`src/rtl/ppb_pkg.sv`:
```
package ppb_pkg;
  localparam int TGT_N = 3;
  localparam int SEL_SYS     = 0;
  localparam int SEL_TICK_NS = 1;
  localparam int SEL_TICK_S  = 2;
  localparam logic [2:0] MAX_SIZE_CODE = 3'd3;
endpackage

```
`src/rtl/ppb_window.sv`:
```
module ppb_window #(
  parameter int          ADDR_W = 32,
  parameter logic [63:0] BASE   = 64'hE000_0000,
  parameter logic [63:0] SIZE   = 64'h1000
) (
  input  logic [ADDR_W-1:0] addr_i,
  output logic              hit_o
);
  localparam logic [ADDR_W:0] LO = BASE[ADDR_W:0];
  localparam logic [ADDR_W:0] HI = BASE[ADDR_W:0] + SIZE[ADDR_W:0];

  logic [ADDR_W:0] addr_x;
  assign addr_x = {1'b0, addr_i};
  assign hit_o  = (addr_x >= LO) && (addr_x < HI);
endmodule

```
`src/rtl/ppb_route.sv`:
```
module ppb_route
  import ppb_pkg::*;
#(
  parameter bit ALIAS_EN = 1'b1
) (
  input  logic             in_ppb_i,
  input  logic             in_scs_i,
  input  logic             in_tick_i,
  input  logic             in_alias_i,
  input  logic             in_alias_tick_i,
  input  logic             secure_i,
  input  logic             priv_i,
  input  logic [2:0]       size_i,
  output logic [TGT_N-1:0] tgt_o,
  output logic             raz_o,
  output logic             err_o,
  output logic             sec_o
);
  logic size_ok;
  assign size_ok = (size_i <= MAX_SIZE_CODE);

  always_comb begin
    tgt_o = '0;
    raz_o = 1'b0;
    err_o = 1'b0;
    sec_o = secure_i;
    if (!in_ppb_i) begin
      sec_o = 1'b0;
    end else if (in_tick_i) begin
      // highest priority: timer window, bank picked by attribute
      if (secure_i && ALIAS_EN) tgt_o[SEL_TICK_S] = 1'b1;
      else                      tgt_o[SEL_TICK_NS] = 1'b1;
    end else if (in_scs_i) begin
      tgt_o[SEL_SYS] = 1'b1;
    end else if (ALIAS_EN && in_alias_i) begin
      if (secure_i) begin
        sec_o = 1'b0;
        if (in_alias_tick_i) tgt_o[SEL_TICK_NS] = 1'b1;
        else                 tgt_o[SEL_SYS] = 1'b1;
      end else if (priv_i) begin
        raz_o = 1'b1;
      end else begin
        err_o = 1'b1;
      end
    end else if (!priv_i || !size_ok) begin
      err_o = 1'b1;
    end else begin
      raz_o = 1'b1;
    end
  end
endmodule

```
`src/rtl/ppb_sec_decoder.sv`:
```
module ppb_sec_decoder
  import ppb_pkg::*;
#(
  parameter int          ADDR_W     = 32,
  parameter int          DATA_W     = 64,
  parameter bit          ALIAS_EN   = 1'b1,
  parameter logic [63:0] PPB_BASE   = 64'hE000_0000,
  parameter logic [63:0] PPB_SIZE   = 64'h0010_0000,
  parameter logic [63:0] SCS_BASE   = 64'hE000_E000,
  parameter logic [63:0] ALIAS_BASE = 64'hE002_E000,
  parameter logic [63:0] PAGE_SIZE  = 64'h1000,
  parameter logic [63:0] TICK_OFF   = 64'h010,
  parameter logic [63:0] TICK_SIZE  = 64'h0E0,
  localparam int         OFF_W      = $clog2(PAGE_SIZE)
) (
  input  logic              clk_i,
  input  logic              rst_ni,
  input  logic [ADDR_W-1:0] addr_i,
  input  logic [2:0]        size_i,
  input  logic              wr_i,
  input  logic              secure_i,
  input  logic              priv_i,
  output logic              hit_o,
  output logic [TGT_N-1:0]  tgt_o,
  output logic              raz_o,
  output logic              err_o,
  output logic [DATA_W-1:0] rdata_o,
  output logic              fwd_secure_o,
  output logic              fwd_priv_o,
  output logic              fwd_wr_o,
  output logic [OFF_W-1:0]  fwd_off_o
);
  logic in_ppb, in_scs, in_tick, in_alias, in_alias_tick;
  logic sec_int, any_tgt;

  ppb_window #(.ADDR_W(ADDR_W), .BASE(PPB_BASE), .SIZE(PPB_SIZE))
    u_win_ppb (.addr_i(addr_i), .hit_o(in_ppb));
  ppb_window #(.ADDR_W(ADDR_W), .BASE(SCS_BASE), .SIZE(PAGE_SIZE))
    u_win_scs (.addr_i(addr_i), .hit_o(in_scs));
  ppb_window #(.ADDR_W(ADDR_W), .BASE(SCS_BASE + TICK_OFF), .SIZE(TICK_SIZE))
    u_win_tick (.addr_i(addr_i), .hit_o(in_tick));

  generate
    if (ALIAS_EN) begin : g_alias
      ppb_window #(.ADDR_W(ADDR_W), .BASE(ALIAS_BASE), .SIZE(PAGE_SIZE))
        u_win_alias (.addr_i(addr_i), .hit_o(in_alias));
      ppb_window #(.ADDR_W(ADDR_W), .BASE(ALIAS_BASE + TICK_OFF), .SIZE(TICK_SIZE))
        u_win_alias_tick (.addr_i(addr_i), .hit_o(in_alias_tick));
    end else begin : g_no_alias
      assign in_alias      = 1'b0;
      assign in_alias_tick = 1'b0;
    end
  endgenerate

  ppb_route #(.ALIAS_EN(ALIAS_EN)) u_route (
    .in_ppb_i       (in_ppb),
    .in_scs_i       (in_scs),
    .in_tick_i      (in_tick),
    .in_alias_i     (in_alias),
    .in_alias_tick_i(in_alias_tick),
    .secure_i       (secure_i),
    .priv_i         (priv_i),
    .size_i         (size_i),
    .tgt_o          (tgt_o),
    .raz_o          (raz_o),
    .err_o          (err_o),
    .sec_o          (sec_int)
  );

  assign any_tgt      = |tgt_o;
  assign hit_o        = in_ppb;
  assign rdata_o      = '0;
  assign fwd_secure_o = any_tgt & sec_int;
  assign fwd_priv_o   = any_tgt & priv_i;
  assign fwd_wr_o     = any_tgt & wr_i;
  assign fwd_off_o    = any_tgt ? addr_i[OFF_W-1:0] : '0;

  AST_RESP_EXCLUSIVE: assert property (@(posedge clk_i) disable iff (!rst_ni)
    $onehot0({tgt_o, raz_o, err_o})) else $error("one-hot response");
  AST_OUTSIDE_QUIET: assert property (@(posedge clk_i) disable iff (!rst_ni)
    !hit_o |-> (tgt_o == '0) && !raz_o && !err_o) else $error("outside quiet");
  AST_TICK_OVER_SYS: assert property (@(posedge clk_i) disable iff (!rst_ni)
    in_tick |-> !tgt_o[SEL_SYS] && any_tgt) else $error("tick priority");
  AST_ALIAS_CLEARS_SEC: assert property (@(posedge clk_i) disable iff (!rst_ni)
    (in_alias && !in_scs && secure_i) |-> !fwd_secure_o && any_tgt) else $error("alias sec");
  AST_USER_NO_RAZ: assert property (@(posedge clk_i) disable iff (!rst_ni)
    !priv_i |-> !raz_o) else $error("user raz");
  AST_LOCAL_NO_WRITE: assert property (@(posedge clk_i) disable iff (!rst_ni)
    (raz_o || err_o) |-> !fwd_wr_o) else $error("write leak");
endmodule

```
`config.mk`:
```
export PLATFORM = sky130hd
export DESIGN_NAME = ppb_sec_decoder
export DESIGN_NICKNAME = d
export VERILOG_FILES = /design/src/rtl/ppb_pkg.sv /design/src/rtl/ppb_window.sv /design/src/rtl/ppb_route.sv /design/src/rtl/ppb_sec_decoder.sv
export SDC_FILE = /design/constraint.sdc
export NUM_CORES = 1
export LEC_CHECK = 0
export ABC_AREA = 1
export CAP_MARGIN = 20
export CORE_ASPECT_RATIO = 2
export CORE_UTILIZATION = 30
export DETAILED_ROUTE_END_ITERATION = 10
export PLACE_DENSITY = 0.9
export SYNTH_ARGS = -nofsm -noshare
export SYNTH_HDL_FRONTEND = slang
export SYNTH_SLANG_ARGS = --single-unit
```
`constraint.sdc`:
```
create_clock -name vclk -period 2.7
set_input_delay 0.54 -clock vclk [all_inputs]
set_output_delay 0.54 -clock vclk [all_outputs]
set_load 0.02 [all_outputs]
```
==> impl_metrics.py, run 1 <==
metrics = {
    "yosys": {
        "synth_mux_area_share_pct": 0,
        "yosysTopAreaCell": "buf_4",
        "seq_area_frac_synth_pct": 0,
        "yosys_warnings": 0,
        "synth_common_cells": "buf_4 (64), nor2_1 (34), inv_1 (28), nand2_1 (22), nor2_2 (11)",
        "synth.top_cells.by_area": "buf_4 (47%), nor2_1 (12%), inv_1 (10%)",
        "synth.most_common_cell": "buf_4",
        "synth_area_um2": 1030,
        "synth-compound-area-share_pct": 1.701,
        "synth_xor_area_share_pct": 0,
        "synth_top_area_share_pct": 46.66,
        "synth_fa_ha_area_share_pct": 0,
        "synthCells": 184,
        "synth_simple_gate_area_share_pct": 38.52,
        "synth_top_family_by_area": "buffers and inverters",
        "avgSynthCellArea_um2": 5.596,
        "ys_types": 16,
    },
    "global_routing": {
        "grt_pass1_vias": 902,
        "track_usage_pct": 11.52,
        "grt_overflow": 0,
        "grt_max_degree": 16,
        "antenna_found_initial": 0,
        "grt_pass1_wl_um": 3477,
    },
    "run": {
        "max-cap-violations": 0,
    },
    "timing": {
        "setup_violations": 0,
        "fmax_mhz": 383.6,
        "slew_viol_final": 0,
        "period_needed_ps": 2607,
        "grt_setup_unrepaired": "yes",
        "fin_crit_sh_pct": 96.54,
        "hold_viol": 0,
    },
    "routing": {
        "ant_nets": 0,
        "drcViolationCount": 24,
        "drt_first_pass_iters": 7,
        "viasPerCell": 3.979,
        "drtIter0Drc": 35,
        "num_vias": 1146,
        "wl_per_cell_um": 9.094,
        "wirelength_um": 2619,
    },
    "cells_and_area": {
        "nClkBuffers": 0,
        "antenna_cells": 0,
        "area_growth_pct": 63.30,
        "final_nets": 299,
        "design_area_um2": 1682,
        "stdcell_count": 288,
        "fill_cells": 324,
        "nFlopsAndLatches": 0,
        "drive_gt1_share_pct": 34.24,
        "multiInputGateArea_um2": 792.0,
        "regArea_um2": 0,
    },
    "worst_setup_path": {
        "cp.buffers_inverters": 4,
        "max_stage_delay_ps": 510,
        "cp_data_arrival_time_ps": 2070,
        "worstPathCellList": "clkdlybuf4s50_1 > inv_1 > nand3_1 > nor2_1 > nor2_1 > nand2_1 > nor2_2 > nand2_1 > inv_1 > clkdlybuf4s15_2",
        "worstPathMaxFanout": 3,
        "cp_top_family": "buffers and inverters",
        "criticalPathCategory": "in -> out",
        "required_ps": 2160,
        "crit_slowest_cell": "clkdlybuf4s50_1",
        "critPathCaptureType": "output pin",
        "cp-start-kind": "input port",
    },
    "floorplan": {
        "die_x_um": 43.43,
        "coreArea_um2": 3229,
        "initial_utilization_pct": 31.89,
        "die_area_um2": 3685,
        "num_io_pins": 125,
        "rows": 29,
        "die_y_um": 84.86,
    },
    "hold_path": {
        "timing.hold.worst.class": "in -> out",
    },
    "place": {
        "gp_congestion": 0.7666,
        "placed_cells": 283,
        "postPlaceCellArea_um2": 1473,
        "portBuffers": 57,
        "dp_hpwl_um": 2049,
    },
    "outcome": {
        "violations": "DRC",
        "outcome": "complete, but fails checks",
    },
    "power_and_ir_drop": {
        "power_density_nw_per_um2": 106.3,
        "vdd_drop_max_uv": 56.99,
        "total_power_uw": 178.7,
        "p_leak_nw": 1.047,
    },
}
## per-stage QoR
step	setup TNS (ps)	util [%]	hold slack (ps)	worst slack, ps
3_3_place_gp	-8435	45.60	2081	-476.7
3_5_place_dp	-9408	45.60	2089	-511.7
5_1_grt	-11.55	52.07	1522	-7.637
4_1_cts	-126.4	43.20	1715	-98.65
6_report	0	52.07	1496	93.35
2_1_floorplan	0	-	1186	491.9
## area by class of cell
cell class,count,share of cell area [%]
well taps,31,2.307
repair buffers,74,42.86
repair inverters,1,0.5208
inverters,29,7.217
multi-input cells,153,47.10
## report_power, final
part	switching, mW	internal (mW)
Sequential	0	0
Combinational	0.120	0.0591
Clock	0	0
## cell families (layout without fill, tap and decap cells)
logic type | Yosys count | count (layout)
AOI/OAI and AO/OA | 3 | 3
other | 1 | 64
and+or+nand+nor | 86 | 86
buffers and inverters | 94 | 104
## path summary, 6_finish.rpt
path                  start  slack [ps]  depth (start not counted)      endpoint
hold / removal    addr_i[7]        1500                          4  fwd_off_o[7]
setup / recovery  addr_i[4]          90                         10      tgt_o[2]
## per-layer routing
metal	part of all wire [%]	up-vias	global-route usage, %
met2	63	94	27.96
met3	11	0	0.4255
met5	0	-	0
met1	26	488	9.032
met4	0	0	0
li1	-	564	-
## tightest hold or removal path: cells and delay by family
kind	cells	cell delay [ps]
buf+inv	3	370
simple gates	1	40
## timing repair
action | 4_1_cts | 5_1_grt
pin swaps | 0 | 20
setup buffers | 0 | 4
gates cloned | 0 | 1
hold buffers | 0 | 0
setup endpoints to repair | 21 | 21
resized for setup | 85 | 86
## cell usage in the layout (no fill, tap or decap), drive strengths merged, types with 2 or more instances in the layout
cell / Yosys / routed
nand3: 8 / 8
nand4: 4 / 4
inv: 29 / 29
nor2: 47 / 47
dlygate4sd2: 0 / 2
nand2: 26 / 26
dlymetal6s2s: 0 / 19
buf: 65 / 36
conb: 1 / 64
clkdlybuf4s50: 0 / 16
(Power assumes the default switching activity.)
==> run 2: changes to the inputs <==
--- a/config.mk
+++ b/config.mk
@@ -7,10 +7,11 @@
 export LEC_CHECK = 0
 export ABC_AREA = 1
 export CAP_MARGIN = 20
-export CORE_ASPECT_RATIO = 2
+export CORE_ASPECT_RATIO = 0.75
 export CORE_UTILIZATION = 30
 export DETAILED_ROUTE_END_ITERATION = 10
-export PLACE_DENSITY = 0.9
+export MAX_ROUTING_LAYER = met4
+export PLACE_DENSITY_LB_ADDON = 0.05
 export SYNTH_ARGS = -nofsm -noshare
 export SYNTH_HDL_FRONTEND = slang
 export SYNTH_SLANG_ARGS = --single-unit
==> impl_metrics.py, run 2 (synthesized netlist as in run 1, its figures left out) <==
metrics = {
    "outcome": {
        "outcome": "finished, final reports clean",
    },
    "worst_setup_path": {
        "required_ps": 2160,
        "worstPathMaxFanout": 8,
        "criticalPathCategory": "in -> out",
        "crit_slowest_cell": "nand4_1",
        "max_stage_delay_ps": 240,
        "worstPathCellList": "dlymetal6s2s_1 > nor2_2 > nand2_2 > nor2_4 > nand4_1 > nor2_4 > nand2_2 > nand2_4 > clkinv_8 > nor2_1 > buf_4",
        "crit_path_start": "addr_i[26]",
        "critPathCaptureType": "output pin",
        "cp-start-kind": "input port",
        "cp_data_arrival_time_ps": 2050,
    },
    "cells_and_area": {
        "final_nets": 299,
        "final_common_cell": "conb_1",
        "final_cell_mix": "conb_1 (64), buf_4 (32), nor2_1 (24), inv_1 (23)",
        "nClkBuffers": 0,
        "fill_cells": 386,
        "antenna_cells": 0,
        "design_area_um2": 1630,
        "stdcell_count": 297,
        "area_growth_pct": 58.32,
        "drive_gt1_share_pct": 30.35,
        "multiInputGateArea_um2": 735.7,
        "regArea_um2": 0,
        "nFlopsAndLatches": 0,
    },
    "run": {
        "max-cap-violations": 0,
    },
    "floorplan": {
        "initial_utilization_pct": 31.32,
        "rows": 18,
        "num_io_pins": 125,
        "die_x_um": 69.65,
        "die_y_um": 52.74,
        "coreArea_um2": 3288,
        "die_area_um2": 3673,
    },
    "routing": {
        "viasPerCell": 3.660,
        "drt_first_pass_iters": 2,
        "wirelength_um": 2312,
        "ant_nets": 0,
        "drtIter0Drc": 16,
        "drcViolationCount": 0,
        "num_vias": 1087,
        "wl_per_cell_um": 7.785,
    },
    "global_routing": {
        "grt_util_met3_pct": 1.154,
        "grt_overflow": 0,
        "grt_pass1_wl_um": 3215,
        "track_usage_pct": 10.56,
        "grt_pass1_vias": 765,
        "grt_util_met2_pct": 15.21,
        "grt_max_degree": 16,
        "busiest_layer": "met1",
        "use_met1_pct": 16.39,
        "antenna_found_initial": 0,
    },
    "power_and_ir_drop": {
        "total_power_uw": 174.1,
        "power_density_nw_per_um2": 106.8,
        "p_leak_nw": 1.034,
        "vdd_drop_max_uv": 54.03,
    },
    "hold_path": {
        "worstHoldStart": "addr_i[1]",
        "timing.hold.worst.class": "in -> out",
    },
    "place": {
        "placed_cells": 294,
        "dp_hpwl_um": 1848,
        "postPlaceCellArea_um2": 1499,
        "portBuffers": 57,
        "gp_congestion": 0.7714,
    },
    "timing": {
        "period_needed_ps": 2585,
        "hold_slack_ps": 1714,
        "fin_crit_sh_pct": 95.75,
        "grt_setup_unrepaired": "yes",
        "slew_viol_final": 0,
        "setup_violations": 0,
        "fmax_mhz": 386.8,
        "hold_viol": 0,
    },
}
## run 2: changes by cell type in the layout (fill, tap and decap cells not counted), moves of 2 or more
cell / before / now
buf_2: 4 / 1
buf_4: 23 / 32
buf_6: 9 / 3
nand2_4: 3 / 1
nor2_1: 16 / 24
nor2_2: 21 / 16
nor2_4: 10 / 7
## run 2: worst max-delay path, delay by kind of cell
kind,cells,cell delay (ps)
AND/OR/NAND/NOR,8,1140
buffers and inverters,3,370
## run 2: per-stage QoR
| stage | setup TNS, ps | setup slack (ps) | util [%] |
|---|---|---|---|
| 2_1_floorplan | 0 | 491.9 | - |
| 3_3_place_gp | -9434 | -508.0 | 45.59 |
| 6_report | 0 | 114.8 | 49.58 |
| 3_5_place_dp | -9217 | -503.6 | 45.59 |
| 4_1_cts | -337.6 | -51.24 | 43.91 |
| 5_1_grt | -4.162 | -3.659 | 49.58 |
## run 2: final timing paths
path | endpoint | cells past startpoint
hold / removal | fwd_off_o[1] | 4
setup / recovery | fwd_secure_o | 11
## run 2: routing by layer
layer	share of wire [%]	routed length [um]	vias to the layer above
met4	0	0	0
met2	43	990	58
met1	49	1131	466
met3	8.2	190	0
li1	-	-	563
met5	0	0	-
## run 2: cell type report
type,count,area share (%)
Inverter,29,7.444
Tap cell,40,3.070
Multi-Input combinational cell,153,45.13
Timing Repair Buffer,74,43.36
Timing Repair inverter,1,0.9977
## run 2: power breakdown
part / total [mW] / switching [mW] / internal, mW
clock: 0 / 0 / 0
combinational: 0.174 / 0.115 / 0.0591
sequential: 0 / 0 / 0
## run 2: repair_timing
action                                  CTS  global route
buffers inserted                          0             2
pin swaps                                 1             9
endpoints found under the setup margin   21            21
hold buffers                              0             0
gates resized for setup                  97            57
gates cloned                              0             1
